File: config.mk
export PLATFORM = sky130hd
export DESIGN_NAME = deadtime_gate_seq
export DESIGN_NICKNAME = d
export VERILOG_FILES = /design/src/rtl/dt_seq_pkg.sv /design/src/rtl/dt_sync.sv /design/src/rtl/dt_counter.sv /design/src/rtl/dt_fsm.sv /design/src/rtl/deadtime_gate_seq.sv
export SDC_FILE = /design/constraint.sdc
export NUM_CORES = 1
export LEC_CHECK = 0
export ABC_AREA = 1
export BUFFER_PORTS_ARGS = -buffer_cell sky130_fd_sc_hd__buf_2
export CAP_MARGIN = 20
export CORE_MARGIN = 10
export CORE_UTILIZATION = 55
export DETAILED_ROUTE_END_ITERATION = 7
export PLACE_DENSITY = 0.81
export SLEW_MARGIN = 15
export SYNTH_ARGS = -nofsm -noshare
export SYNTH_HDL_FRONTEND = slang
export SYNTH_HIERARCHICAL = 1
export SYNTH_SLANG_ARGS = --single-unit
File: constraint.sdc
create_clock -name clk -period 1.8 [get_ports clk]
set_input_delay 0.36 -clock clk [delete_from_list [all_inputs] [get_ports clk]]
set_output_delay 0.36 -clock clk [all_outputs]
set_load 0.03 [all_outputs]
File: src/rtl/dt_seq_pkg.sv
package dt_seq_pkg;
    typedef enum logic [2:0] {
        ST_IDLE,
        ST_HIGH,
        ST_FALL_GAP,
        ST_LOW,
        ST_RISE_WAIT,
        ST_RISE_HOLD
    } phase_e;
endpackage

File: src/rtl/dt_sync.sv
module dt_sync #(
    parameter int W      = 4,
    parameter int STAGES = 2
) (
    input  logic         clk,
    input  logic         rst_n,
    input  logic [W-1:0] d,
    output logic [W-1:0] q
);
    logic [W-1:0] stage_q [STAGES];

    always_ff @(posedge clk or negedge rst_n) begin
        if (!rst_n) begin
            for (int i = 0; i < STAGES; i++) stage_q[i] <= '0;
        end else begin
            stage_q[0] <= d;
            for (int i = 1; i < STAGES; i++) stage_q[i] <= stage_q[i-1];
        end
    end

    assign q = stage_q[STAGES-1];
endmodule

File: src/rtl/dt_counter.sv
module dt_counter #(
    parameter int CNT_W = 5
) (
    input  logic             clk,
    input  logic             rst_n,
    input  logic             clr,
    output logic [CNT_W-1:0] cnt
);
    localparam logic [CNT_W-1:0] CNT_MAX = '1;

    always_ff @(posedge clk or negedge rst_n) begin
        if (!rst_n)              cnt <= '0;
        else if (clr)            cnt <= '0;
        else if (cnt != CNT_MAX) cnt <= cnt + 1'b1;
    end
endmodule

File: src/rtl/dt_fsm.sv
module dt_fsm
    import dt_seq_pkg::*;
#(
    parameter int FALLBACK_CYC = 12,
    parameter int TIMEOUT_CYC  = 24,
    parameter int HOLD_CYC     = 4,
    parameter int CNT_W        = 5
) (
    input  logic             clk,
    input  logic             rst_n,
    input  logic             s_pwm,
    input  logic             s_en,
    input  logic             s_sw,
    input  logic             s_lsg,
    input  logic [CNT_W-1:0] cnt_i,
    output logic             cnt_clr,
    output logic             hs_o,
    output logic             ls_o
);
    localparam logic [CNT_W-1:0] FB_LAST   = CNT_W'(FALLBACK_CYC - 1);
    localparam logic [CNT_W-1:0] TO_LAST   = CNT_W'(TIMEOUT_CYC - 1);
    localparam logic [CNT_W-1:0] HOLD_LAST = CNT_W'(HOLD_CYC - 1);

    phase_e st, nx;
    logic   seen_q;
    logic   in_hi_period, nx_hi_period;

    assign in_hi_period = (st == ST_HIGH) || (st == ST_FALL_GAP);
    assign nx_hi_period = (nx == ST_HIGH) || (nx == ST_FALL_GAP);

    always_comb begin
        nx = st;
        if (!s_en) begin
            nx = ST_IDLE;
        end else begin
            unique case (st)
                ST_IDLE:      nx = s_pwm ? ST_RISE_WAIT : ST_FALL_GAP;
                ST_HIGH:      if (!s_pwm) nx = ST_FALL_GAP;
                ST_FALL_GAP: begin
                    if (s_pwm)                            nx = ST_RISE_WAIT;
                    else if (seen_q && !s_sw)             nx = ST_LOW;
                    else if (!seen_q && cnt_i == FB_LAST) nx = ST_LOW;
                    else if (cnt_i == TO_LAST)            nx = ST_LOW;
                end
                ST_LOW:       if (s_pwm) nx = ST_RISE_WAIT;
                ST_RISE_WAIT: begin
                    if (!s_pwm)     nx = ST_FALL_GAP;
                    else if (s_lsg) nx = ST_RISE_HOLD;
                end
                ST_RISE_HOLD: begin
                    if (!s_pwm)                  nx = ST_FALL_GAP;
                    else if (cnt_i == HOLD_LAST) nx = ST_HIGH;
                end
                default:      nx = ST_IDLE;
            endcase
        end
    end

    assign cnt_clr = (nx != st);

    always_ff @(posedge clk or negedge rst_n) begin
        if (!rst_n) begin
            st     <= ST_IDLE;
            seen_q <= 1'b0;
        end else begin
            st     <= nx;
            seen_q <= (in_hi_period && nx_hi_period) ? (seen_q | s_sw) : 1'b0;
        end
    end

    always_comb begin
        hs_o = 1'b0;
        ls_o = 1'b0;
        unique case (st)
            ST_HIGH: hs_o = 1'b1;
            ST_LOW:  ls_o = 1'b1;
            default: ;
        endcase
    end


    ls_gap_chk: assert property (@(posedge clk) disable iff (!rst_n)
        $rose(ls_o) |-> !$past(hs_o));

    hs_gap_chk: assert property (@(posedge clk) disable iff (!rst_n)
        $rose(hs_o) |-> !$past(ls_o));

    dis_off_chk: assert property (@(posedge clk) disable iff (!rst_n)
        !s_en |=> (!hs_o && !ls_o));

    gap_bound_chk: assert property (@(posedge clk) disable iff (!rst_n)
        (st == ST_FALL_GAP) |-> (cnt_i < CNT_W'(TIMEOUT_CYC)));

    hold_len_chk: assert property (@(posedge clk) disable iff (!rst_n)
        $rose(hs_o) |-> ($past(st) == ST_RISE_HOLD && $past(cnt_i) == HOLD_LAST));

    ls_path_chk: assert property (@(posedge clk) disable iff (!rst_n)
        $rose(ls_o) |-> ($past(st) == ST_FALL_GAP));
endmodule

File: src/rtl/deadtime_gate_seq.sv
module deadtime_gate_seq #(
    parameter int FALLBACK_CYC = 12,
    parameter int TIMEOUT_CYC  = 24,
    parameter int HOLD_CYC     = 4,
    parameter int SYNC_STAGES  = 2
) (
    input  logic clk,
    input  logic rst_n,
    input  logic pwm_cmd,
    input  logic gate_en,
    input  logic sw_above,
    input  logic lsg_low,
    output logic hs_gate,
    output logic ls_gate
);
    localparam int N_IN  = 4;
    localparam int CNT_W = $clog2(TIMEOUT_CYC + 1);

    logic [N_IN-1:0]  raw_in, syn_in;
    logic [CNT_W-1:0] cnt;
    logic             cnt_clr;

    assign raw_in = {pwm_cmd, gate_en, sw_above, lsg_low};

    dt_sync #(.W(N_IN), .STAGES(SYNC_STAGES)) u_sync (
        .clk   (clk),
        .rst_n (rst_n),
        .d     (raw_in),
        .q     (syn_in)
    );

    dt_counter #(.CNT_W(CNT_W)) u_cnt (
        .clk   (clk),
        .rst_n (rst_n),
        .clr   (cnt_clr),
        .cnt   (cnt)
    );

    dt_fsm #(
        .FALLBACK_CYC (FALLBACK_CYC),
        .TIMEOUT_CYC  (TIMEOUT_CYC),
        .HOLD_CYC     (HOLD_CYC),
        .CNT_W        (CNT_W)
    ) u_fsm (
        .clk     (clk),
        .rst_n   (rst_n),
        .s_pwm   (syn_in[3]),
        .s_en    (syn_in[2]),
        .s_sw    (syn_in[1]),
        .s_lsg   (syn_in[0]),
        .cnt_i   (cnt),
        .cnt_clr (cnt_clr),
        .hs_o    (hs_gate),
        .ls_o    (ls_gate)
    );
endmodule

==> metrics <==
outcome=completed; Final Skew=0.000669 ns; filler cell count=about 130; Critical Path Source Type=flip-flop; max-slew violations=0; height of the die=a little under 60 um; Routed WL per cell=between 10 and 15 um; hold slack final=roughly 0.16 ns; Finished Layout Cells=121; Syn. warnings=6; Die Area=3500 sq um; worst vdd ir=a little under 0.7 mV; RSZ-0062 raised after global routing=no; Mapped Area=between 800 and 900 sq um; H-tree depth=1; GRT Resource Usage Total=a little over 9%; CTS Buf Count=3; Tmin final=between 1.5 and 2 ns; Die Wd=~59 um; Layout area overhead=7.73%; global-route wire length before repair=approximately 2400 um; PortBufs=7; Cells after Synth=97; dpl hpwl=1090 um; Sink Count=17; starting density of the core=~57%; initial detailed-routing violation count=11; pwr/cell area=between 800 and 900 nW/um^2; Buf+Inv Stages, Crit Path=2; Root Driver=clkbuf_4; CP delay by family, top=simple AND/OR/NAND/NOR gates; Required @ worst endpoint=a little over 2 ns; CP Data Arrival Time=between 1.5 and 2 ns; Crit Path Max Fanout=5; DRC errors left=0; capturing element type of the critical path=flip-flop; clk_lat worst skew=0.29 ns; Mapped Avg Cell Area=8.68 sq um; Clock Path Buffers=2; Worst-Margin Slew=between 0.3 and 0.4 ns; site row count=14; placed cells=between 100 and 150; routability-driven placement congestion ratio=roughly 0.88; CTS tree=yes; post_cts resized=0; vias in the first global route=600; max incr delay on CP=approximately 0.4 ns; Setup TNS=0 ns; vias=about 600; post-synthesis sequential area ratio=roughly 51%; crit-path cells=inv_1 -> nor2_1 -> nor2_1 -> a21oi_2 -> nand2_1 -> nand2_1 -> nand3_1 -> inv_1 -> o21ai_1 -> nor2_1; core area=between 1000 and 1500 sq um; Final Setup Violations=0; Pleak=between 0.4 and 0.5 nW; Synth Register Bits=17; total grt overflow=0; largest net degree at the start of global routing=18; DRT Pass-1 Iters=4; Mapped Nets=~110; period utilization=around nine tenths; Yosys cell types=22; DR vias/cell=between 4 and 5; FMAX=0.618 GHz; antenna violations before repair=0; worst min-delay path class=input port to flip-flop; layout cell share with drive strength beyond 1=between 20% and 30%; overall routed net length=roughly 1400 um; Top Ports=8; kind of critical path=flip-flop to flip-flop; fin nets=114; Tot Pwr=between 0.7 and 0.8 mW; final hold vios=0; Slew HR=approximately 77%; ANT cells=0; Critical-path top delay cell=dfrtp_1; max cap viols=0; DRT antenna net count=0; clk slew on worst S/H paths=~0.1 ns; CP most frequent cell=nor2_1
## per-stage QoR
stage	instance area, sq um	util, %	setup slack, ns
global route	907	61.6	0.00157
detailed placement	867	58.9	0.216
global placement	867	58.9	0.266
floorplan	842	-	0.191
finish	907	61.6	0.182
CTS	907	61.6	0.182
## power breakdown
group	total (mW)	switching [mW]	leakage, nW	internal [mW]
clock	0.208	0.124	0.0139	0.0847
sequential	0.424	0.0199	0.215	0.404
combinational	0.0953	0.0610	0.258	0.0343
total	0.727	0.204	0.486	0.523
## registers in the layout, indices dropped and copies added, names as in the netlist
name and flops:
u_sync/stage_q 4, u_fsm/st 3, u_cnt/cnt 5, u_fsm/seen_q 1, u_sync/q 4
## cells in the final DEF (no fill, tap or decap), drive strengths merged, types with 2 or more instances in the layout
cell type / synthesis / layout
nor2: 18 / 18
dfrtp: 17 / 17
nand2: 16 / 16
inv: 15 / 15
nand3: 11 / 11
buf: 4 / 7
o21ai: 4 / 4
clkbuf: 0 / 3
a21oi: 3 / 3
ha: 2 / 2
nor3: 2 / 2
## repair_timing
action,4_1_cts,5_1_grt
endpoints found under the hold margin,17,0
buffers inserted,0,0
hold buffers,1,0
## cells in the mapped netlist (all sizes together)
library cell   n  share of area [%]
dfrtp         17                 51
inv           15                6.7
a21oi          3                2.2
nor3           2                1.8
nor2          18                8.9
nand4          1               0.74
ha             2                3.0
nand3         11                7.7
clkinv         1               0.45
o21ai          4                3.7
buf            4                3.6
o221ai         1                1.0
xor2           1                1.0
and3           1               0.89
nand2         16                7.7
## final cells by class
cell class                 instances  area [sq um]  area share [%]
clock buffer                       3          22.5            2.48
clock inverter                     1          7.51           0.828
inverter                          16          60.1            6.62
multi-input combinational         60           327            36.0
sequential                        17           425            46.9
tap                               16          20.0            2.21
timing repair buffer               8          45.0            4.97
## metal layers
metal / track usage, % / vias up / share of wire [%]
li1: - / 317 / -
met1: 11.0 / 252 / 46
met3: 2.79 / 5 / 6.0
met4: 7.21 / 0 / 3.2
met5: 0 / - / 0
met2: 13.1 / 20 / 44
## logic make-up (layout without fill, tap and decap cells)
kind of cell             count (synthesis)  count (layout)  share of synthesized area [%]
AND/OR/NAND/NOR                         49              49                           27.8
AO/OA/AOI/OAI                            8               8                           6.98
flip-flops                              17              17                           50.5
adder cells (fa/ha/maj)                  2               2                           2.97
buffers and inverters                   20              28                           10.7
XOR/XNOR                                 1               1                           1.04
## worst paths after layout
path | from | end | slack [ns] | cells past startpoint
max | u_fsm/st[0] | u_cnt/cnt[4] | 0.18 | 10
max reg2reg | u_fsm/st[0] | u_cnt/cnt[4] | 0.18 | 10
min | gate_en | u_sync/stage_q[6] | 0.16 | 1
max in group asynchronous | rst_n | u_cnt/cnt[3] | 1.05 | 2
min in group asynchronous | rst_n | u_sync/stage_q[6] | 0.49 | 2
min reg2reg | u_sync/stage_q[5] | u_sync/q[1] | 0.36 | 0
(Power assumes the default switching activity.)
